`src/rtl/hcu_pkg.sv`:
```
package hcu_pkg;

   localparam logic [4:0] OP_GRESET = 5'd0;
   localparam logic [4:0] OP_WINSEL = 5'd1;
   localparam logic [4:0] OP_RXOFF  = 5'd3;
   localparam logic [4:0] OP_RXON   = 5'd4;
   localparam logic [4:0] OP_RXRST  = 5'd5;
   localparam logic [4:0] OP_TXON   = 5'd9;
   localparam logic [4:0] OP_TXOFF  = 5'd10;
   localparam logic [4:0] OP_TXRST  = 5'd11;
   localparam logic [4:0] OP_REQINT = 5'd12;
   localparam logic [4:0] OP_ACK    = 5'd13;
   localparam logic [4:0] OP_MASK   = 5'd14;
   localparam logic [4:0] OP_FILTER = 5'd16;

   typedef struct packed {
      logic greset;
      logic winsel;
      logic rx_off;
      logic rx_on;
      logic rx_rst;
      logic tx_on;
      logic tx_off;
      logic tx_rst;
      logic req;
      logic ack;
      logic mask;
      logic filt;
   } hcu_dec_t;

endpackage

```
`src/rtl/hcu_decoder.sv`:
```
module hcu_decoder
   import hcu_pkg::*;
#(
   parameter int CMD_W = 16,
   parameter int OP_W  = 5,
   localparam int ARG_W = CMD_W - OP_W
) (
   input  logic             valid,
   input  logic [CMD_W-1:0] cmd,
   output hcu_dec_t         dec,
   output logic [ARG_W-1:0] arg
);

   if (OP_W != 5) begin : g_bad_op
      $error("hcu_decoder: opcode field must be 5 bits");
   end

   logic [OP_W-1:0] op;

   assign op  = cmd[CMD_W-1 -: OP_W];
   assign arg = cmd[ARG_W-1:0];

   always_comb begin
      dec        = '0;
      dec.greset = valid && (op == OP_GRESET);
      dec.winsel = valid && (op == OP_WINSEL);
      dec.rx_off = valid && (op == OP_RXOFF);
      dec.rx_on  = valid && (op == OP_RXON);
      dec.rx_rst = valid && (op == OP_RXRST);
      dec.tx_on  = valid && (op == OP_TXON);
      dec.tx_off = valid && (op == OP_TXOFF);
      dec.tx_rst = valid && (op == OP_TXRST);
      dec.req    = valid && (op == OP_REQINT);
      dec.ack    = valid && (op == OP_ACK);
      dec.mask   = valid && (op == OP_MASK);
      dec.filt   = valid && (op == OP_FILTER);
   end

endmodule

```
`src/rtl/hcu_busy_timer.sv`:
```
module hcu_busy_timer #(
   parameter int CYCLES = 4
) (
   input  logic clk,
   input  logic rst_n,
   input  logic start,
   output logic busy
);

   if (CYCLES < 1) begin : g_bad_cycles
      $error("hcu_busy_timer: CYCLES must be at least 1");
   end

   if (CYCLES == 1) begin : g_single
      always_ff @(posedge clk or negedge rst_n) begin
         if (!rst_n) busy <= 1'b0;
         else        busy <= start;
      end
   end else begin : g_count
      localparam int CNT_W = $clog2(CYCLES + 1);
      logic [CNT_W-1:0] cnt;

      always_ff @(posedge clk or negedge rst_n) begin
         if (!rst_n)          cnt <= '0;
         else if (start)      cnt <= CNT_W'(CYCLES);
         else if (cnt != '0)  cnt <= cnt - 1'b1;
      end

      assign busy = (cnt != '0);
   end

endmodule

```
`src/rtl/hcu_event_bank.sv`:
```
module hcu_event_bank #(
   parameter int EV_W      = 8,
   parameter int LATCH_BIT = 0,
   parameter int REQ_BIT   = 6
) (
   input  logic            clk,
   input  logic            rst_n,
   input  logic            clr_all,
   input  logic [EV_W-1:0] evt_in,
   input  logic            req,
   input  logic            ack_en,
   input  logic [EV_W-1:0] ack_mask,
   input  logic [EV_W-1:0] mask,
   output logic [EV_W-1:0] ev,
   output logic            irq
);

   if (LATCH_BIT >= EV_W || REQ_BIT >= EV_W || LATCH_BIT == REQ_BIT) begin : g_bad_bits
      $error("hcu_event_bank: latch and request bits must be distinct and in range");
   end

   localparam logic [EV_W-1:0] SRC_SEL = ~(EV_W'(1) << LATCH_BIT);

   logic [EV_W-1:0] arrive;
   logic            hit;
   logic            unused_evt;

   assign unused_evt = evt_in[LATCH_BIT] ^ evt_in[REQ_BIT];

   for (genvar i = 0; i < EV_W; i++) begin : g_src
      if (i == LATCH_BIT) begin : g_latch_src
         assign arrive[i] = 1'b0;
      end else if (i == REQ_BIT) begin : g_req_src
         assign arrive[i] = req;
      end else begin : g_evt_src
         assign arrive[i] = evt_in[i];
      end
   end

   assign hit = |(arrive & mask);

   for (genvar i = 0; i < EV_W; i++) begin : g_bit
      logic set_i;
      if (i == LATCH_BIT) begin : g_set_latch
         assign set_i = hit;
      end else begin : g_set_src
         assign set_i = arrive[i];
      end

      always_ff @(posedge clk or negedge rst_n) begin
         if (!rst_n)                     ev[i] <= 1'b0;
         else if (clr_all)               ev[i] <= 1'b0;
         else if (set_i)                 ev[i] <= 1'b1;
         else if (ack_en && ack_mask[i]) ev[i] <= 1'b0;
      end
   end

   assign irq = ev[LATCH_BIT] | (|(ev & mask & SRC_SEL));

endmodule

```
`src/rtl/hcu_cmd_status.sv`:
```
module hcu_cmd_status
   import hcu_pkg::*;
#(
   parameter int CMD_W      = 16,
   parameter int OP_W       = 5,
   parameter int WIN_W      = 3,
   parameter int EV_W       = 8,
   parameter int FILT_W     = 4,
   parameter int RST_CYCLES = 4
) (
   input  logic              clk,
   input  logic              rst_n,
   input  logic              cmd_wr,
   input  logic [CMD_W-1:0]  cmd_data,
   input  logic [EV_W-1:0]   evt_in,
   output logic [CMD_W-1:0]  status,
   output logic              irq,
   output logic [WIN_W-1:0]  window,
   output logic              rx_en,
   output logic              tx_en,
   output logic [EV_W-1:0]   int_mask,
   output logic [FILT_W-1:0] rx_filter,
   output logic              busy
);

   localparam int ARG_W = CMD_W - OP_W;
   localparam int PAD_W = CMD_W - WIN_W - 1 - EV_W;

   if (PAD_W < 1) begin : g_bad_status
      $error("hcu_cmd_status: status word too narrow for window, busy and events");
   end
   if (ARG_W < EV_W || ARG_W < FILT_W || ARG_W < WIN_W) begin : g_bad_arg
      $error("hcu_cmd_status: argument field too narrow");
   end

   logic             accept;
   hcu_dec_t         dec;
   logic [ARG_W-1:0] arg;
   logic             unused_arg_bits;

   assign accept          = cmd_wr & ~busy;
   assign unused_arg_bits = ^arg;

   hcu_decoder #(
      .CMD_W (CMD_W),
      .OP_W  (OP_W)
   ) u_dec (
      .valid (accept),
      .cmd   (cmd_data),
      .dec   (dec),
      .arg   (arg)
   );

   hcu_busy_timer #(
      .CYCLES (RST_CYCLES)
   ) u_busy (
      .clk   (clk),
      .rst_n (rst_n),
      .start (dec.greset | dec.rx_rst | dec.tx_rst),
      .busy  (busy)
   );

   logic [EV_W-1:0] ev;

   hcu_event_bank #(
      .EV_W      (EV_W),
      .LATCH_BIT (0),
      .REQ_BIT   (6)
   ) u_ev (
      .clk      (clk),
      .rst_n    (rst_n),
      .clr_all  (dec.greset),
      .evt_in   (evt_in),
      .req      (dec.req),
      .ack_en   (dec.ack),
      .ack_mask (arg[EV_W-1:0]),
      .mask     (int_mask),
      .ev       (ev),
      .irq      (irq)
   );

   always_ff @(posedge clk or negedge rst_n) begin
      if (!rst_n) begin
         window    <= '0;
         rx_en     <= 1'b0;
         tx_en     <= 1'b0;
         int_mask  <= '0;
         rx_filter <= '0;
      end else if (dec.greset) begin
         window    <= '0;
         rx_en     <= 1'b0;
         tx_en     <= 1'b0;
         int_mask  <= '0;
         rx_filter <= '0;
      end else begin
         if (dec.winsel)                 window    <= arg[WIN_W-1:0];
         if (dec.rx_off || dec.rx_rst)   rx_en     <= 1'b0;
         else if (dec.rx_on)             rx_en     <= 1'b1;
         if (dec.tx_off || dec.tx_rst)   tx_en     <= 1'b0;
         else if (dec.tx_on)             tx_en     <= 1'b1;
         if (dec.mask)                   int_mask  <= arg[EV_W-1:0];
         if (dec.filt)                   rx_filter <= arg[FILT_W-1:0];
      end
   end

   assign status = {window, busy, {PAD_W{1'b0}}, ev};

endmodule

```
`config.mk`:
```
export PLATFORM = sky130hd
export DESIGN_NAME = hcu_cmd_status
export DESIGN_NICKNAME = d
export VERILOG_FILES = /design/src/rtl/hcu_pkg.sv /design/src/rtl/hcu_decoder.sv /design/src/rtl/hcu_busy_timer.sv /design/src/rtl/hcu_event_bank.sv /design/src/rtl/hcu_cmd_status.sv
export SDC_FILE = /design/constraint.sdc
export NUM_CORES = 1
export LEC_CHECK = 0
export CAP_MARGIN = 20
export CORE_MARGIN = 2
export CORE_UTILIZATION = 39
export DETAILED_ROUTE_END_ITERATION = 12
export GPL_TIMING_DRIVEN = 0
export HOLD_SLACK_MARGIN = 0.1
export PLACE_DENSITY = 0.76
export REMOVE_ABC_BUFFERS = 1
export SYNTH_ARGS = -nofsm -noshare
export SYNTH_HDL_FRONTEND = slang
export SYNTH_HIERARCHICAL = 1
export SYNTH_SLANG_ARGS = --single-unit
```
`constraint.sdc`:
```
create_clock -name clk -period 2.3 [get_ports clk]
set_clock_uncertainty 0.2 [all_clocks]
set_input_delay 0.46 -clock clk [delete_from_list [all_inputs] [get_ports clk]]
set_output_delay 0.46 -clock clk [all_outputs]
set_load 0.1 [all_outputs]
```
* Word level (Yosys, flattened, before mapping) *
Index checks and enable logic that the tools add are counted.

operators by class
  add/sub/neg operators = 1
  equal/unequal tests = 11
  multiplexer cells = 38
  bitwise operators = 7
  reduce and logical (&&, ||, !) cells = 40

operators with widths
  cell                                              number
  nonzero test 3 bit                                11
  == test 5 x 4 -> 1 bit, second input constant     6
  two-way mux 1 bit                                 30
  logical AND 1 bit                                 20
  AND 8 bit                                         2
  two-way mux 8 bit                                 2
  two-way mux 3 bit                                 4
  == test 5 x 3 -> 1 bit, second input constant     2
  two-way mux 4 bit                                 2
  nonzero test 2 bit                                4
  OR reduction 8 bit                                1
  OR reduction 7 bit                                1
  == test 5 x 1 -> 1 bit, second input constant     1
  == test 5 x 2 -> 1 bit, second input constant     1
  == test 5 bit, second input constant              1
  zero test 5 bit                                   1
  bitwise OR 1 bit                                  3
  subtractor 3 x 1 -> 3 bit, second input constant  1
  logical OR 1 bit                                  2
  AND 1 bit                                         1
  NOT 1 bit                                         1

storage, ports and cells
  register bits after elaboration = 28
  bits of input ports = 27
  output and inout bits = 35

* Longest topological paths before layout *
Gate-level depths: netlist of run 1.

  depth after elaboration = 8
  gate-level depth with buffers = 10
  gate-level depth less buffers = 9

* Modules after synthesis *
The synthesis of run 1 kept the hierarchy.

by module, submodules not included
  module          times used  cells an instance  area each (sq um)  sequential area each (sq um)
  hcu_cmd_status  1           66                 757.0              425.4
  hcu_event_bank  1           42                 385.4              200.2
  hcu_decoder     1           31                 205.2              0.0
  hcu_busy_timer  1           16                 177.7              75.1

* Worst setup path after synthesis of run 1 *
Ideal clock, no wire load.

  path kind = reg-to-reg
  from = register u_busy.g_count.cnt[0]
  to = register u_busy.g_count.cnt[0]
  setup time = 0.125 ns
  arrival = 2.509 ns
  data required time = 1.975 ns
  setup slack = -0.534 ns
  stages on the path, launching flop included = 11
  clock period less this slack = 2.834 ns
  path through = dfrtp_1 > inv_1 > ha_1 > nand2b_4 > nor2b_1 > or4b_4 > nor3_2 > buf_6 > or3_1 > and2b_1 > mux2_2

RTL lines
  item                      RTL line              text
  start: declaration        hcu_busy_timer.sv:21  logic [CNT_W-1:0] cnt;
  start signal: assignment  hcu_busy_timer.sv:25  else if (start) cnt <= CNT_W'(CYCLES);
  start signal: assignment  hcu_busy_timer.sv:26  else if (cnt != '0) cnt <= cnt - 1'b1;

==> results of run 1 <==
## layer usage
metal  routed length (um)  vias up
met4                    8        0
met5                    0        -
met1                 1679      645
met2                 1782       49
met3                  286        2
li1                     -      605
## flip-flops by register name, summed over array words and instances (netlist names)
register and count:
tx_en 1, int_mask 8, rx_filter 4, window 3, rx_en 1, u_busy/g_count.cnt 3
u_ev/ev 8
## cell type report
cell class | instances | area [sq um] | share of cell area (%)
multi-input combinational | 104 | 713.2 | 33.33
tap | 48 | 60.06 | 2.807
timing repair buffer | 63 | 586.8 | 27.43
clock inverter | 1 | 30.03 | 1.404
sequential | 28 | 700.7 | 32.75
inverter | 2 | 7.507 | 0.3509
clock buffer | 3 | 41.29 | 1.930
## where the power goes
part	switching, mW	internal [mW]
Sequential	0.0833	0.597
Clock	0.150	0.233
Combinational	1.04	0.327
Total	1.27	1.16
## worst min-delay path, stage by stage (launching register included)
cell,delay (ns)
dfrtp_1,0.36
mux2i_1,0.07
nor2_1,0.07
## path summary, 6_finish.rpt
| check | from | endpoint | slack [ns] | cells past startpoint |
|---|---|---|---|---|
| min | rx_filter[1]$_DFFE_PN0P_ | rx_filter[1]$_DFFE_PN0P_ | 0.33 | 2 |
| max reg2reg | u_busy/g_count.cnt[0]$_DFFE_PN0P_ | u_busy/g_count.cnt[0]$_DFFE_PN0P_ | -0.13 | 9 |
| min in group asynchronous | rst_n | int_mask[1]$_DFFE_PN0P_ | 0.40 | 1 |
| max | cmd_data[11] | u_busy/g_count.cnt[0]$_DFFE_PN0P_ | -0.13 | 6 |
| max in group asynchronous | rst_n | int_mask[0]$_DFFE_PN0P_ | 0.98 | 2 |
| min reg2reg | rx_filter[1]$_DFFE_PN0P_ | rx_filter[1]$_DFFE_PN0P_ | 0.33 | 2 |
## per-stage QoR
stage	total power, mW	worst slack, ns
after CTS	2.415	-0.2191
after global placement	2.038	-1.657
final	2.430	-0.1338
after global routing	2.541	-0.2180
after detailed placement	2.059	-1.349
after floorplan	1.715	-1.361
## what timing repair did
action,CTS,global route
pin swaps,3,5
setup buffers,5,5
gates cloned,1,0
endpoints found under the setup margin,59,18
gates resized for setup,46,10
## layout by cell type, fill, tap and decap left out, types with 2 or more instances in the layout
cell type,n
nor2_4,2
buf_6,3
nor3_1,2
inv_2,2
a21oi_1,8
nand2b_1,2
a221oi_2,2
clkbuf_8,3
nor3_4,2
dlygate4sd2_1,28
nor4_1,4
clkbuf_2,2
clkdlybuf4s50_1,20
a22o_1,2
nor2_1,30
mux2i_1,15
buf_4,7
conb_1,4
nand2_1,10
dfrtp_1,28
==> flow_summary.ini, run 1 <==
[place]
post_dp_cell_area_sq_um = 1971
gp_congestion = 0.7512
place_inst = 234
dpl.hpwl_um = 2593
portBuffers = 52

[critical_path]
cp_max_fo = 8
crit_chain = clkdlybuf4s50_1 -> nand2b_1 -> nor3_1 -> or3_4 -> and2b_1 -> mux2_2
cp_data_required_time_ns = 2.26
critPathMaxStageDelay_ns = 0.73
crit_family = simple AND/OR/NAND/NOR gates
startpoint_type = primary input
worstSetupEndpointType = flop
arrival_ns = 2.39
crit_type = in -> reg
cp_slowest_cell = clkdlybuf4s50_1
worstPathBufferInverterCount = 1

[detailed_routing]
drcViolationCount = 0
drt_iter0_drc = 35
viasPerCell = 5.225
first_pass_iters = 4
vias = 1301
wl_um = 3756
detail-route-antenna-nets = 0
wl_per_cell_um = 15.08

[power]
p_leak_nw = 0.9670
vdd.ir_drop.worst_uv = 666.2
pwr_density_cell_nw_per_um2 = 1136

[cts]
cts_buffer_depth = 2
clk_pin_slew_ns = 0.09
hold_buffers = 0
worstSkewPairLatency_ns = 0.27
cts_made_buffers = 3
cts_tree = built
h-tree-depth = 1
clock_sinks = 28
clk_root_buffer_cell = clkbuf_8

[logic_synthesis]
syn_area_sq_um = 1503
synth.avg_cell_area_sq_um = 9.886
ys_warn_count = 6
synthCells = 152

[finish]
fill_cells = 340
area_delta_synth_final_pct = 42.38
stdcell_area_sq_um = 2140
final_cells = 249
layout-drive-gt1-share_pct = 16.42
antenna_cells = 0
final_util_pct = 58.01
layout.nets = 231

[sta]
tightest_slew_ns = 0.9904
hold_violations = 0
period_needed_ns = 2.434
finalCritPeriodShare_pct = 105.8
setup_viol = 2
tns_ns = -0.1649
drv_slew = 0
rsz0062_at_grt = yes
hold_slack_ns = 0.3288
slew_headroom_pct = 34.23
fmax_ghz = 0.4109
layout_setup_ws_ns = -0.1338

[floorplan]
core_sq_um = 3689
dieArea_sq_um = 4365
fp-row-count = 22
pin_count = 62
initial_core_util_pct = 40.74
die_w_um = 66.07
die_y_um = 66.07

[global_routing]
use_met2_pct = 31.69
grt_use_met3_pct = 3.237
grt_pass1_wl_um = 6182
track_usage_pct = 18.32
grt_pass1_vias = 1278
grt_max_degree = 17
antenna_found_initial = 0
grt_most_used_layer = met2
grt.overflow.total = 0
grt_util_met1_pct = 24.37

[run]
maxCapViolCount = 0

[hold_path]
hold_path.class = reg -> reg

[run_status]
failed_checks = setup timing
status = finished, violations left
No activity file was read; power rests on OpenSTA's default activity.
==> inputs of run 2 (changes only) <==
--- a/config.mk
+++ b/config.mk
@@ -13,6 +13,7 @@
 export HOLD_SLACK_MARGIN = 0.1
 export PLACE_DENSITY = 0.76
 export REMOVE_ABC_BUFFERS = 1
+export SETUP_SLACK_MARGIN = 0.5
 export SYNTH_ARGS = -nofsm -noshare
 export SYNTH_HDL_FRONTEND = slang
 export SYNTH_HIERARCHICAL = 1
==> run 2 against run 1 <==
  * Core utilization is 1.2 points higher
  * Sequential share of layout area is 0.68 points lower
  * Count of clock-buffer cells in the layout stayed put
  * The flow still finishes with violations (setup timing)
  * Die area stayed put
  * Design area is 2.1% higher
  * Routed wire length is 0.19% higher
==> flow_summary.ini, run 2 (synthesized netlist as in run 1, its figures left out) <==
[finish]
layout-drive-gt1-share_pct = 34.30
final_util_pct = 59.23
final_common_cell = nor2_1
most-common-layout-cells = nor2_1, dfrtp_1, clkdlybuf4s50_1
area_delta_synth_final_pct = 45.38
reg_top3 = int_mask (8), u_ev/ev (8), rx_filter (4)
stdcell_area_sq_um = 2185
antenna_cells = 0
layout.nets = 237

[detailed_routing]
wl_per_cell_um = 14.76
detail-route-antenna-nets = 0
wl_met1_um = 1638
wl_um = 3763
vias = 1310
viasPerCell = 5.137
met2WireLength_um = 1808
met3_length_um = 307
drt_iter0_drc = 54
drcViolationCount = 0
first_pass_iters = 4
highest_layer = met4

[global_routing]
track_usage_pct = 18.68
antenna_found_initial = 0
grt_max_degree = 17
grt.overflow.total = 0
grt_pass1_wl_um = 6292
grt_pass1_vias = 1297

[floorplan]
die_y_um = 66.07
pin_count = 62
fp-row-count = 22
dieArea_sq_um = 4365
die_w_um = 66.07
core_sq_um = 3689
initial_core_util_pct = 40.74

[run]
maxCapViolCount = 0

[critical_path]
cp_slowest_cell = or4b_4
cp_data_required_time_ns = 2.26
crit_chain = inv_2 -> ha_4 -> nand2b_4 -> nor2b_4 -> or4b_4 -> nor3_4 -> or3_4 -> and2b_1 -> mux2_2
crit_family = simple AND/OR/NAND/NOR gates
worstSetupEndpointType = flop
startpoint_type = flop
cp_max_fo = 3
arrival_ns = 2.35
worstPathBufferInverterCount = 1
crit_type = reg -> reg
critPathMaxStageDelay_ns = 0.51

[power]
power_mw = 2.524
p_leak_nw = 0.9729
pwr_density_cell_nw_per_um2 = 1155
vdd.ir_drop.worst_uv = 678.1

[run_status]
status = finished, violations left
failed_checks = setup timing

[place]
dpl.hpwl_um = 2593
dpl_worst_slack_ns = -1.349
post_dp_cell_area_sq_um = 1971
portBuffers = 52
gp_congestion = 0.7512

[sta]
rsz0062_at_grt = yes
hold_violations = 0
drv_slew = 0
finalCritPeriodShare_pct = 103.8
period_needed_ns = 2.387
tightest_slew_ns = 0.6794
layout_setup_ws_ns = -0.08663
setup_viol = 1
slew_headroom_pct = 54.56
fmax_ghz = 0.4190

[cts]
clock_sinks = 28
worstSkewPairLatency_ns = 0.27
cts_tree = built
hold_buffers = 0
cts_made_buffers = 3
clk_root_buffer_cell = clkbuf_8
clk_pin_slew_ns = 0.09
h-tree-depth = 1
cts_buffer_depth = 2

[hold_path]
hold_path.class = reg -> reg
[run 2: cell count changes in the layout (fill, tap and decap cells not counted), moves of 3 or more]
cell,previous run,this run
dlygate4sd2_1,28,2
buf_2,1,17
buf_12,0,3
clkbuf_4,0,6
buf_4,7,17
[run 2: routing by layer]
metal,vias up,GRT usage (%)
met5,-,0
met2,53,31.31
met4,0,2.806
met3,2,3.407
li1,617,-
met1,638,25.79
[run 2: repair_timing]
action,in CTS,in global routing
pin swaps,5,5
buffers inserted,12,4
cloned,1,0
endpoints found under the setup margin,59,37
gates resized for setup,184,19
endpoints found under the hold margin,0,0
[run 2: path summary, 6_finish.rpt]
check	startpoint	to	slack (ns)	depth (start not counted)
setup / recovery	u_busy/g_count.cnt[0]$_DFFE_PN0P_	u_busy/g_count.cnt[0]$_DFFE_PN0P_	-0.09	9
hold / removal	rx_filter[1]$_DFFE_PN0P_	rx_filter[1]$_DFFE_PN0P_	0.33	2
setup reg to reg	u_busy/g_count.cnt[0]$_DFFE_PN0P_	u_busy/g_count.cnt[0]$_DFFE_PN0P_	-0.09	9
hold reg to reg	rx_filter[1]$_DFFE_PN0P_	rx_filter[1]$_DFFE_PN0P_	0.33	2
max in group asynchronous	rst_n	int_mask[0]$_DFFE_PN0P_	0.99	2
min in group asynchronous	rst_n	rx_filter[3]$_DFFE_PN0P_	0.39	1
[run 2: per-stage QoR]
step                TNS (ns)  instances  hold WS [ns]
floorplan             -23.97        133      -0.03559
global placement      -31.67        233        0.2987
detailed placement    -22.73        234        0.3164
CTS                  -0.1644        251        0.3357
global route         -0.2754        255        0.3509
finish              -0.08663        255        0.3292
[run 2: worst register-to-register path: cells and delay by family, from the launching register on]
| kind | cells | cell delay, ns |
|---|---|---|
| mux | 1 | 0.25 |
| buf+inv | 1 | 0.09 |
| simple gates | 6 | 1.20 |
| flops | 1 | 0.40 |
| fa+ha+maj | 1 | 0.15 |
[run 2: layout make-up]
class / instances / area [sq um]
fillers: 340 / 1504
multi-input cells: 104 / 747.0
flip-flops and latches: 28 / 700.7
repair buffers: 69 / 598.1
well taps: 48 / 60.06
clock buffers: 3 / 41.29
clock inverters: 1 / 30.03
inverters: 2 / 7.507
[run 2: where the power goes]
part           internal [mW]  switching [mW]
clock                  0.233           0.149
combinational          0.399            1.06
sequential             0.597          0.0834
